$ cat src/rtl/circ_agu_pkg.sv
package circ_agu_pkg;

  typedef enum logic [1:0] {
    OP_STEP_WRAP_BIAS = 2'd0,
    OP_BIAS_WRAP_ONE  = 2'd1,
    OP_INC_WRAP_BIAS  = 2'd2,
    OP_INC_WRAP       = 2'd3
  } agu_op_e;

  localparam logic [2:0] KIND_PTR  = 3'd0;
  localparam logic [2:0] KIND_STEP = 3'd1;
  localparam logic [2:0] KIND_LEN  = 3'd2;
  localparam logic [2:0] KIND_BIAS = 3'd3;
  localparam logic [2:0] KIND_MAP  = 3'd4;

  localparam int SLOTS    = 3;
  localparam int MAP_W    = 2 * SLOTS;
  localparam logic [MAP_W-1:0] MAP_RESET = {OP_INC_WRAP, OP_INC_WRAP_BIAS, OP_STEP_WRAP_BIAS};

  typedef struct packed {
    logic    upd;
    agu_op_e op;
    logic    wrPtr;
    logic    wrStep;
    logic    wrLen;
    logic    wrBias;
  } agu_strb_t;

endpackage

$ cat src/rtl/circ_agu_ctrl.sv
module circ_agu_ctrl
  import circ_agu_pkg::*;
(
  input  logic             clk,
  input  logic             rstN,
  input  logic [1:0]       modeSel,
  input  logic             updEn,
  input  logic             cfgWe,
  input  logic [2:0]       cfgKind,
  input  logic [MAP_W-1:0] cfgMap,
  output agu_strb_t        strb
);

  logic [MAP_W-1:0] mapQ;
  logic             mapWr;
  agu_op_e          slotOp [SLOTS];

  assign mapWr = cfgWe && (cfgKind == KIND_MAP);

  always_ff @(posedge clk or negedge rstN) begin
    if (!rstN)      mapQ <= MAP_RESET;
    else if (mapWr) mapQ <= cfgMap;
  end

  for (genvar s = 0; s < SLOTS; s++) begin : g_slot
    assign slotOp[s] = agu_op_e'(mapQ[2*s +: 2]);
  end

  always_comb begin
    strb        = '0;
    strb.upd    = updEn && (modeSel < 2'(SLOTS));
    strb.op     = (modeSel < 2'(SLOTS)) ? slotOp[modeSel] : OP_INC_WRAP;
    strb.wrPtr  = cfgWe && (cfgKind == KIND_PTR);
    strb.wrStep = cfgWe && (cfgKind == KIND_STEP);
    strb.wrLen  = cfgWe && (cfgKind == KIND_LEN);
    strb.wrBias = cfgWe && (cfgKind == KIND_BIAS);
  end

  // at most one register kind is written per cycle
  p_onehot_wr_r9: assert property (@(posedge clk) disable iff (!rstN)
    $onehot0({strb.wrPtr, strb.wrStep, strb.wrLen, strb.wrBias, mapWr}));

  // slot map only moves on its own write
  p_map_hold_r10: assert property (@(posedge clk) disable iff (!rstN)
    !mapWr |=> $stable(mapQ));

  // hold mode never raises an update
  p_hold_mode_r8: assert property (@(posedge clk) disable iff (!rstN)
    (modeSel == 2'd3) |-> !strb.upd);

endmodule

$ cat src/rtl/circ_agu_dp.sv
module circ_agu_dp
  import circ_agu_pkg::*;
#(
  parameter int NPTR  = 4,
  parameter int W     = 16,
  parameter int IDX_W = $clog2(NPTR)
) (
  input  logic             clk,
  input  logic             rstN,
  input  agu_strb_t        strb,
  input  logic [IDX_W-1:0] updIdx,
  input  logic [IDX_W-1:0] cfgIdx,
  input  logic [W-1:0]     cfgData,
  output logic [W-1:0]     addr
);

  logic [NPTR-1:0][W-1:0] ptrQ;
  logic [NPTR-1:0][W-1:0] stepQ;
  logic [NPTR-1:0][W-1:0] lenQ;
  logic [W-1:0]           biasQ;

  logic [W-1:0] curPtr, curStep, curLen, postAdd, nextVal;
  logic [W:0]   preSum, divisor, wrapped;

  assign curPtr  = ptrQ[updIdx];
  assign curStep = stepQ[updIdx];
  assign curLen  = lenQ[updIdx];
  assign addr    = ptrQ[updIdx];

  always_comb begin
    unique case (strb.op)
      OP_STEP_WRAP_BIAS: begin preSum = {1'b0, curPtr} + {1'b0, curStep}; postAdd = biasQ; end
      OP_BIAS_WRAP_ONE:  begin preSum = {1'b0, curPtr} + {1'b0, biasQ};   postAdd = W'(1);  end
      OP_INC_WRAP_BIAS:  begin preSum = {1'b0, curPtr} + (W+1)'(1);       postAdd = biasQ; end
      default:           begin preSum = {1'b0, curPtr} + (W+1)'(1);       postAdd = '0;    end
    endcase
    divisor = (curLen == '0) ? (W+1)'(1) : {1'b0, curLen};
    wrapped = (curLen == '0) ? preSum : (preSum % divisor);
    nextVal = wrapped[W-1:0] + postAdd;
  end

  for (genvar i = 0; i < NPTR; i++) begin : g_ptr
    always_ff @(posedge clk or negedge rstN) begin
      if (!rstN) begin
        ptrQ[i]  <= '0;
        stepQ[i] <= '0;
        lenQ[i]  <= '0;
      end else begin
        if (strb.wrPtr && cfgIdx == IDX_W'(i))     ptrQ[i] <= cfgData;
        else if (strb.upd && updIdx == IDX_W'(i))  ptrQ[i] <= nextVal;
        if (strb.wrStep && cfgIdx == IDX_W'(i))    stepQ[i] <= cfgData;
        if (strb.wrLen && cfgIdx == IDX_W'(i))     lenQ[i]  <= cfgData;
      end
    end
  end

  always_ff @(posedge clk or negedge rstN) begin
    if (!rstN)            biasQ <= '0;
    else if (strb.wrBias) biasQ <= cfgData;
  end

  // stepping by one inside a nonzero length stays inside it
  p_wrap_bound_r6: assert property (@(posedge clk) disable iff (!rstN)
    (strb.upd && strb.op == OP_INC_WRAP && curLen != '0) |-> (nextVal < curLen));

  // zero length gives plain 16-bit increment
  p_linear_r7: assert property (@(posedge clk) disable iff (!rstN)
    (strb.upd && strb.op == OP_INC_WRAP && curLen == '0 && !strb.wrPtr)
      |=> ptrQ[$past(updIdx)] == W'($past(curPtr) + W'(1)));

  // without update or pointer write, no pointer moves
  p_hold_r11: assert property (@(posedge clk) disable iff (!rstN)
    (!strb.upd && !strb.wrPtr) |=> $stable(ptrQ));

endmodule

$ cat src/rtl/circ_agu.sv
module circ_agu
  import circ_agu_pkg::*;
#(
  parameter int NPTR  = 4,
  parameter int W     = 16,
  parameter int IDX_W = $clog2(NPTR)
) (
  input  logic             clk,
  input  logic             rstN,
  input  logic [IDX_W-1:0] ptrSel,
  input  logic [1:0]       modeSel,
  input  logic             updEn,
  input  logic             cfgWe,
  input  logic [2:0]       cfgKind,
  input  logic [IDX_W-1:0] cfgIdx,
  input  logic [W-1:0]     cfgData,
  output logic [W-1:0]     addr
);

  agu_strb_t strb;

  circ_agu_ctrl u_ctrl (
    .clk     (clk),
    .rstN    (rstN),
    .modeSel (modeSel),
    .updEn   (updEn),
    .cfgWe   (cfgWe),
    .cfgKind (cfgKind),
    .cfgMap  (cfgData[MAP_W-1:0]),
    .strb    (strb)
  );

  circ_agu_dp #(.NPTR(NPTR), .W(W), .IDX_W(IDX_W)) u_dp (
    .clk     (clk),
    .rstN    (rstN),
    .strb    (strb),
    .updIdx  (ptrSel),
    .cfgIdx  (cfgIdx),
    .cfgData (cfgData),
    .addr    (addr)
  );

endmodule

$ cat config.mk
export PLATFORM = sky130hd
export DESIGN_NAME = circ_agu
export DESIGN_NICKNAME = d
export VERILOG_FILES = /design/src/rtl/circ_agu_pkg.sv /design/src/rtl/circ_agu_ctrl.sv /design/src/rtl/circ_agu_dp.sv /design/src/rtl/circ_agu.sv
export SDC_FILE = /design/constraint.sdc
export NUM_CORES = 1
export LEC_CHECK = 0
export ABC_AREA = 1
export BUFFER_PORTS_ARGS = -buffer_cell sky130_fd_sc_hd__buf_2
export CAP_MARGIN = 25
export CORE_ASPECT_RATIO = 1.4
export CORE_MARGIN = 3
export CORE_UTILIZATION = 41
export CTS_CLUSTER_SIZE = 24
export DETAILED_ROUTE_END_ITERATION = 6
export GPL_TIMING_DRIVEN = 1
export PLACE_DENSITY_LB_ADDON = 0.15
export SLEW_MARGIN = 20
export SYNTH_ARGS = -nofsm -noshare
export SYNTH_HDL_FRONTEND = slang
export SYNTH_HIERARCHICAL = 1
export SYNTH_SLANG_ARGS = --single-unit
$ cat constraint.sdc
create_clock -name clk -period 35.5 [get_ports clk]
set_input_delay 7.1 -clock clk [delete_from_list [all_inputs] [get_ports clk]]
set_output_delay 7.1 -clock clk [all_outputs]
set_load 0.01 [all_outputs]
Word level (Yosys, flattened, before mapping):

Cells that the tools add are included.

* add/sub/neg operators: 4
* divide/modulo/power cells: 1
* $lt $le $gt $ge: 3
* eq/ne operators: 12
* muxes and demuxes: 22
* bitwise logic cells: 1
* reduce and logical (&&, ||, !) cells: 32

Operators by type and width (count)
* $mux 16: 13
* $bmux 16 s2: 3
* $add 16x16->17: 2
* $pmux 17 s2: 1
* $pmux 16 s2: 1
* $logic_and 1x1->1: 22
* $add 16x1->17 const B: 1
* $mod 17x17->17: 1
* $add 16x16->16: 1
* $logic_not 16->1: 1
* $eq 2x2->1 const B: 5
* $reduce_bool 2->1: 4
* $eq 2x1->1 const B: 3
* $eq 3x2->1 const B: 2
* $logic_not 2->1: 3
* $mux 2: 3
* $bmux 2 s2: 1
* $eq 3x1->1 const B: 1
* $eq 3x3->1 const B: 1
* $ge 3x3->1 const B: 1
* $logic_not 3->1: 1
* $lt 2x3->1 const B: 1
* $not 2->3: 1
* $lt 2x2->1 const B: 1
* $reduce_or 2->1: 1

* register bits: 214
* input bits: 29
* output and inout bits: 16

Logic depth before layout (Yosys ltp):

Gate-level depths: netlist of the first run.

* word-level depth: 12
* gate-level depth with buffers: 296

Hierarchy:

Netlist of the first run, hierarchy kept.

By module, submodules not included
* circ_agu_dp: times used 1, cells each 2648, area each 18765.5 µm², sequential area each 5205.0 µm²
* circ_agu_ctrl: times used 1, cells each 53, area each 366.6 µm², sequential area each 153.9 µm²

Worst setup path before layout of the first run:

OpenSTA, ideal clock, no wires.

* path kind: input -> register
* from: in modeSel[0]
* to: reg u_dp/ptrQ[31] (netlist name)
* setup time: 0.116 ns
* arrival: 39.932 ns
* slack: -4.548 ns
* cell stages on the path: 287
* buffers on the path: 9
* path through: o21ai_0 -> nand2_1 -> clkbuf_1 -> nor2_1 -> inv_1 -> a221oi_1 -> a32oi_1 -> ha_1 -> fa_1 -> nand3_1 -> nand2_1 -> nand2_1 -> nand2_1 -> a21oi_1 -> o21ai_0 -> ha_1 -> nor2_1 -> nor2_2 -> [251 not listed] -> o21ai_0 -> nand3_1 -> nand2_1 -> a21oi_1 -> o21ai_0 -> nand3_1 -> nand2_1 -> nand3_1 -> nand2_1 -> nand2_1 -> nand2_1 -> a21oi_1 -> xor2_1 -> inv_1 -> nand3_1 -> nand2_2 -> nand2_1 -> nand2_1

RTL lines
* from (decl): RTL line circ_agu.sv:11 `input logic [1:0] modeSel,`
* to (signal, indexed assignment): RTL line circ_agu_dp.sv:49 `if (strb.wrPtr && cfgIdx == IDX_W'(i)) ptrQ[i] <= cfgData;`
* to (signal, indexed assignment): RTL line circ_agu_dp.sv:50 `else if (strb.upd && updIdx == IDX_W'(i)) ptrQ[i] <= nextVal;`
* to (decl): RTL line circ_agu_dp.sv:17 `logic [NPTR-1:0][W-1:0] ptrQ;`

Worst setup path after layout of the first run:

* from: in ptrSel[0]
* to: reg u_dp/ptrQ[14] (netlist name)

* longest elaborated chain between the ends: 9
* elaborated cells between the ends (all ways): 20
* classes of those cells: 4 x add/sub; 1 x div; 11 x mux; 4 x reduce/logical

Ends and longest elaborated chain
* from (decl): RTL line circ_agu.sv:10 `input logic [IDX_W-1:0] ptrSel,`
* $bmux 16 s2 (on tied branches): RTL line circ_agu_dp.sv:25, circ_agu_dp.sv:26, circ_agu_dp.sv:27
* $mux 16 (on tied branches): RTL line circ_agu_dp.sv:25, circ_agu_dp.sv:26, circ_agu_dp.sv:27
* $add 16x1->17 (tied with other cells): RTL line circ_agu_dp.sv:34, circ_agu_dp.sv:35
* $pmux 17 s2 or $mux 16 (tied branches): RTL line circ_agu_dp.sv:31, circ_agu_dp.sv:37
* $mod 17x17->17: RTL line circ_agu_dp.sv:38 `wrapped = (curLen == '0) ? preSum : (preSum % divisor);`
* $mux 16: RTL line circ_agu_dp.sv:38
* $add 16x16->16: RTL line circ_agu_dp.sv:39 `nextVal = wrapped[W-1:0] + postAdd;`
* $mux 16: RTL line circ_agu_dp.sv:50
* $mux 16: RTL line circ_agu_dp.sv:49

Several ways; a longest one is shown, not always the timed one. The select of a mux whose other input is x is not followed.
A chain may end at the register's enable or synchronous reset.

==> results of run 1 <==
==> registers in the layout, summed over array words and instances, names as in the netlist <==
signal / flops
u_dp/lenQ: 64
u_dp/biasQ: 16
u_ctrl/mapQ: 6
u_dp/stepQ: 64
u_dp/ptrQ: 64
==> what timing repair did <==
action | 4_1_cts | 5_1_grt
endpoints found under the setup margin | 64 | 64
gates resized for setup | 248 | 219
hold buffers | 0 | 0
setup buffers | 259 | 52
endpoints found under the hold margin | 0 | 0
pin swaps | 238 | 262
cloned | 3 | 0
==> critical path: cells and delay by family <==
family                   cells  cell delay, ns
AO/OA/AOI/OAI               71           10.05
AND/OR/NAND/NOR            103            9.52
buffers and inverters       65            6.68
adder cells (fa/ha/maj)     20            5.66
XOR/XNOR                     2            0.36
==> Yosys cell counts (5+ instances only) <==
cell type / n
o221ai_1: 62
xor2_1: 61
inv_2: 16
a22oi_1: 25
nor2_2: 6
buf_2: 13
o31ai_1: 6
xnor2_1: 48
nand2_4: 5
inv_1: 286
buf_6: 8
nand3_1: 110
or2_2: 31
nor2_1: 94
dfrtp_1: 211
nand4_1: 28
o21ai_1: 34
a21oi_2: 6
clkinv_1: 8
nor3_1: 18
o21ai_0: 216
o21bai_1: 21
o211ai_1: 6
nand2_2: 18
ha_1: 188
clkbuf_1: 73
a21o_1: 13
nor4_1: 8
and2_1: 8
a21oi_1: 111
nand3_2: 24
nor2_4: 7
nand2_1: 852
o21ai_2: 20
a31oi_1: 6
==> area by class of cell <==
class,instances,area [um2],area share (%)
flip-flops and latches,214,5359,17.76
clock inverters,7,135.1,0.4479
repair buffers,1006,7775,25.77
clock buffers,24,534.3,1.771
multi-input cells,2078,14360,47.61
inverters,313,1230,4.077
well taps,617,772.0,2.559
==> through the flow <==
step	util, %	setup TNS, ns	instance area (um2)	hold slack [ns]	setup slack [ns]
after floorplan	-	-126.41	19570	0.4397	-2.731
after global placement	54.41	-154.53	25070	0.4528	-3.155
after detailed placement	54.48	-210.44	25110	0.4620	-4.053
after CTS	62.58	-93.90	28840	0.4789	-2.134
after global routing	65.47	-309.59	30170	0.4873	-5.528
final	65.47	-187.63	30170	0.4791	-3.575
==> final timing paths <==
check / start / end / slack (ns) / cells after the start
max: ptrSel[0] / u_dp/ptrQ[14] / -3.58 / 261
min: u_ctrl/mapQ[1] / u_ctrl/mapQ[1] / 0.48 / 2
max reg2reg: u_ctrl/mapQ[3] / u_dp/ptrQ[14] / 2.65 / 263
min reg2reg: u_ctrl/mapQ[1] / u_ctrl/mapQ[1] / 0.48 / 2
max in group asynchronous: rstN / u_dp/lenQ[45] / 27.46 / 2
min in group asynchronous: rstN / u_dp/ptrQ[11] / 6.64 / 1
==> cells by family (layout without fill, tap and decap cells) <==
| group | Yosys count | count (layout) | synth area share (%) |
|---|---|---|---|
| and+or+nand+nor | 1222 | 1224 | 28.00 |
| AOI/OAI and AO/OA | 553 | 553 | 17.72 |
| buffers and inverters | 411 | 1350 | 8.554 |
| DFF | 214 | 214 | 28.01 |
| adders and majority gates | 191 | 191 | 12.61 |
| xor gates and xnor gates | 109 | 109 | 4.990 |
| muxes | 1 | 1 | 0.1177 |
==> routing by layer <==
metal / global-route usage (%) / share of wire, %
met3: 2.678 / 4.7
met1: 32.20 / 37
met2: 56.34 / 52
met4: 15.92 / 6.8
met5: 0 / 0
==> results_dict.tcl, run 1 <==
set metrics [dict create \
    status "complete, but fails checks" \
    violations "negative setup slack" \
    slowest_stage "fa_2" \
    worst_path_most_repeated_cell "nand2_2" \
    yosysUniqueCellTypes 66 \
    final_antenna_net_count 0 \
    htreeDepth 1 \
    synth_nets 2921 \
    fill_cells 3908 \
    place_inst 3922 \
    dp_hpwl_um 53500 \
    synthesis.area_mm2 0.01913 \
    setup_viol 64 \
    final_max_slew_viol_count 0 \
    cap_violations 0 \
    worstPathArrival_ns 39.42 \
    clockBufferDepth 3 \
    routed_via_density 5.299 \
    end_kind "flip-flop" \
    crit_type "in -> reg" \
    synthArstFlopShare_pct 100.0 \
    timing.fmax_ghz 0.02559 \
    rows 93 \
    numCtsBuffers 19 \
    track_usage_pct 29.55 \
    vias 22570 \
    grt_max_degree 84 \
    io_pins 45 \
    cts_tree "built" \
    clk_latency_ns 0.50 \
    ys_seq_elements 214 \
    drtIter0Drc 1379 \
    max-slew-margin-rel_pct 33.29 \
    yosys-top-cells-area "dfrtp_1 28%, nand2_1 17%, ha_1 12%, o21ai_0 5.7%, inv_1 5.6%" \
    ys.flop_type "dfrtp_1" \
    totalWireLength_um 77320 \
    cp-start-kind "input pin" \
    routedWlPerCell_um 18.16 \
    yosysSeqAreaShare_pct 28.01 \
    critPathMaxFanout 12 \
    place_congestion 0.9611 \
    synth_top_area_cell "dfrtp_1" \
    period_minus_slack_ns 39.08 \
    stdcell_count 4259 \
    drc 0 \
    synthCells 2701 \
    yosysWarnings 6 \
    clk_pin_slew_ns 0.07 \
    synth_top_area_share_pct 27.60 \
    io_buffers 44 \
    nNetsFinal 3852 \
    grt_pass1_vias 22450 \
    die_w_um 188.6 \
    synth-edff-count 0 \
    antenna_cells 0 \
    avgSynthCellArea_um2 7.083 \
    worst_slack_ns -3.575 \
    core_area_mm2 0.04608 \
    final_cell_mix "911 x buf_4, 732 x nand2_1, 250 x inv_1" \
    layout.cells.most_common "buf_4" \
    tightest_slew_ns 0.9983 \
    cts-root-buf "clkbuf_16" \
    die_y_um 261.6 \
    firstDrtPassIters 5 \
    cp.required_ns 35.85 \
    grt_pass1_wl_um 116900 \
    antenna_found_initial 0 \
    hold_viol 0 \
    grt_overflow 0 \
    cp_slowest_stage_delay_ns 0.37 \
    initial_core_util_pct 41.52 \
    hp-class "reg -> reg" \
    clock_sinks 214 \
    fin_crit_sh_pct 110.1 \
    fp.dieArea_mm2 0.04933 \
    drive_above_1_share_pct 43.74 \
    rsz0062_at_grt "yes" \
    area_delta_synth_final_pct 57.68 \
    clock_skew_ns 0.02287 \
]
Power of run 1 is left out: the tool's default activity adds up to more than one toggle a clock period on the data nets, which glitch-free logic cannot reach.
==> inputs of run 2 (changes only) <==
Settings changed: CORE_UTILIZATION 41 to 59.
==> run 2 against run 1 <==
Effect of this change:
- the run now fails in global routing
- area after synthesis is the same
- synthesized cell count is the same
==> results_dict.tcl, run 2 <==
set metrics [dict create \
    status "stopped before the end" \
    stop_stage "global routing" \
    tool.error "[ERROR GRT-0232] Routing congestion too high. Check the congestion heatmap in the GUI." \
    io_pins 45 \
    synthesis.area_mm2 0.01913 \
    yosysUniqueCellTypes 66 \
    place_congestion 1.028 \
    cts-root-buf "clkbuf_16" \
    synth-edff-count 0 \
    numCtsBuffers 18 \
    synth_commonest_cells "852 x nand2_1, 286 x inv_1, 216 x o21ai_0" \
    die_w_um 158.2 \
    synth_top_area_share_pct 27.60 \
    yosysSeqAreaShare_pct 28.01 \
    synth_most_common_cell "nand2_1" \
    synth_nets 2921 \
    avgSynthCellArea_um2 7.083 \
    clockBufferDepth 3 \
    htreeDepth 1 \
    clock_sinks 214 \
    track_usage_pct 90.20 \
    ys.flop_type "dfrtp_1" \
    ys_seq_elements 214 \
    dp_hpwl_um 51870 \
    yosysWarnings 6 \
    die_y_um 219.1 \
    synthArstFlopShare_pct 100.0 \
    synthCells 2701 \
    initial_core_util_pct 60.18 \
    grt_overflow 397 \
    grt_max_degree 79 \
    rows 77 \
    yosys-top-cells-area "dfrtp_1 28%, nand2_1 17%, ha_1 12%, o21ai_0 5.7%, inv_1 5.6%" \
    synth_top_area_cell "dfrtp_1" \
    io_buffers 44 \
]
## run 2: routing by layer
layer | overflow | GRT usage (%)
met2 | 208 | 99.09
met3 | 34 | 85.56
met4 | 114 | 90.44
met5 | 4 | 65.33
met1 | 37 | 87.25
## run 2: cell families after synthesis
logic type | Yosys count | share of synthesized area, %
adders and majority gates | 191 | 12.61
xor gates and xnor gates | 109 | 4.990
DFF | 214 | 28.01
muxes | 1 | 0.1177
and+or+nand+nor | 1222 | 28.00
buffers and inverters | 411 | 8.554
AOI/OAI and AO/OA | 553 | 17.72
## run 2: metrics by stage
step | cells | cell area, um2 | TNS (ns) | setup WS [ns]
floorplan | 2701 | 19570 | -126.41 | -2.731
global placement | 3686 | 24720 | -132.54 | -2.888
detailed placement | 3691 | 24790 | -212.58 | -4.149
CTS | 4135 | 29690 | -67.52 | -1.694
## run 2: repair_timing
item	in CTS
pin swaps	199
gates cloned	2
hold endpoints to repair	0
resized for setup	248
buffers inserted	419
hold buffers	0
setup endpoints to repair	64
==> inputs of run 3 (changes only) <==
Settings changed: CORE_ASPECT_RATIO 1.4 to default, CORE_UTILIZATION 59 to 40, CTS_CLUSTER_SIZE 24 to default.
Clock period 35.5 ns to 46.1 ns, I/O delays scaled along.
==> run 3 against run 2 <==
Effect of this change:
- the run now ends clean
==> results_dict.tcl, run 3 (synthesis gave the netlist of run 1 again) <==
set metrics [dict create \
    initial_core_util_pct 40.83 \
    final_antenna_net_count 0 \
    dr_wl_met3_um 3074 \
    fin_area_mm2 0.02150 \
    grt_pass1_wl_um 97230 \
    clockBufferDepth 3 \
    layout.cells.most_common "nand2_1" \
    fin_crit_sh_pct 93.17 \
    cp_slowest_stage_delay_ns 0.41 \
    final_cell_mix "848 x nand2_1, 283 x inv_1, 211 x dfrtp_1" \
    fin_util_pct 45.88 \
    clock_skew_ns 0.01453 \
    drtIter0Drc 1415 \
    die_y_um 224.7 \
    seq_area_mm2 0.005359 \
    fill_cells 4829 \
    timing.fmax_ghz 0.02328 \
    rows 79 \
    clk_latency_ns 0.55 \
    reg_top3 "u_dp/lenQ: 64 flops, u_dp/ptrQ: 64 flops, u_dp/stepQ: 64 flops" \
    hold_viol 0 \
    vias 18330 \
    clock_sinks 214 \
    fp.dieArea_mm2 0.05049 \
    cts-root-buf "clkbuf_16" \
    htreeDepth 1 \
    dp_hpwl_um 46050 \
    track_usage_pct 24.31 \
    cap_violations 0 \
    nNetsFinal 2979 \
    stdcell_count 3384 \
    place_congestion 0.9327 \
    antenna_found_initial 0 \
    dr_wl_met2_um 29820 \
    area_delta_synth_final_pct 12.36 \
    numCtsBuffers 23 \
    critPathMaxFanout 10 \
    max-slew-margin-rel_pct 31.60 \
    routedWlPerCell_um 18.76 \
    grt_max_degree 89 \
    end_kind "flip-flop" \
    drive_above_1_share_pct 13.80 \
    core_area_mm2 0.04685 \
    io_buffers 44 \
    final_max_slew_viol_count 0 \
    dpl-instance-area_mm2 0.02002 \
    grt_overflow 0 \
    hp-class "reg -> reg" \
    totalWireLength_um 63480 \
    cp-start-kind "input pin" \
    period_minus_slack_ns 42.95 \
    drc 0 \
    die_w_um 224.7 \
    clk_pin_slew_ns 0.06 \
    firstDrtPassIters 5 \
    maxUsedRoutingLayer "met4" \
    place_inst 3294 \
    crit_type "in -> reg" \
    worstPathArrival_ns 43.32 \
    worst_path_most_repeated_cell "nand2_1" \
    multiInputGateArea_mm2 0.01247 \
    wl_met1_um 28530 \
    tightest_slew_ns 1.017 \
    fin_tns_setup_ns 0 \
    routed_via_density 5.417 \
    cts_tree "built" \
    slowest_stage "fa_1" \
    status "complete, no violations" \
    setup_viol 0 \
    grt_pass1_vias 17130 \
    io_pins 45 \
    cp.required_ns 46.47 \
]
==> run 3: metrics by stage <==
stage | setup WS (ns) | hold slack [ns]
after floorplan | 3.932 | 0.4397
after global placement | 0.9161 | 0.4551
after detailed placement | -0.005624 | 0.4591
after CTS | 0.4063 | 0.4693
after global routing | -0.3730 | 0.4901
final | 3.148 | 0.4699
==> run 3: metal layers <==
metal  global-route usage (%)  vias to the layer above
li1                         -                     9086
met4                    7.443                        0
met3                    1.984                       89
met2                    41.22                      542
met1                    33.16                     8614
met5                        0                        -
==> run 3: area by class of cell <==
| type | count | area share (%) |
|---|---|---|
| Antenna cell | 2 | 0.02328 |
| Inverter | 313 | 5.576 |
| Tap cell | 607 | 3.533 |
| Clock buffer | 30 | 2.986 |
| Multi-Input combinational cell | 2080 | 58.03 |
| Timing Repair Buffer | 127 | 4.325 |
| Sequential cell | 214 | 24.93 |
| Clock inverter | 11 | 0.5995 |
==> run 3: repair_timing <==
action                     CTS  global route
resized for setup            0           102
hold buffers                 0             0
buffers inserted             0            40
setup endpoints to repair    0            64
==> run 3: path summary, 6_finish.rpt <==
kind / start / endpoint / slack (ns) / cells after the start
min in group asynchronous: rstN / u_dp/ptrQ[55] / 8.72 / 1
setup reg to reg: u_ctrl/mapQ[5] / u_dp/ptrQ[46] / 11.62 / 277
hold / removal: u_ctrl/mapQ[3] / u_ctrl/mapQ[3] / 0.47 / 2
hold reg to reg: u_ctrl/mapQ[3] / u_ctrl/mapQ[3] / 0.47 / 2
setup / recovery: modeSel[0] / u_dp/ptrQ[46] / 3.15 / 278
max in group asynchronous: rstN / u_dp/lenQ[62] / 35.44 / 4
==> run 3: critical path: cells and delay by family <==
family	cells	cell delay, ns
buffers and inverters	35	2.46
AOI/OAI and AO/OA	91	13.15
adders and majority gates	21	6.40
and+or+nand+nor	130	11.84
xor gates and xnor gates	1	0.16
Power of run 3 is left out for the same reason.
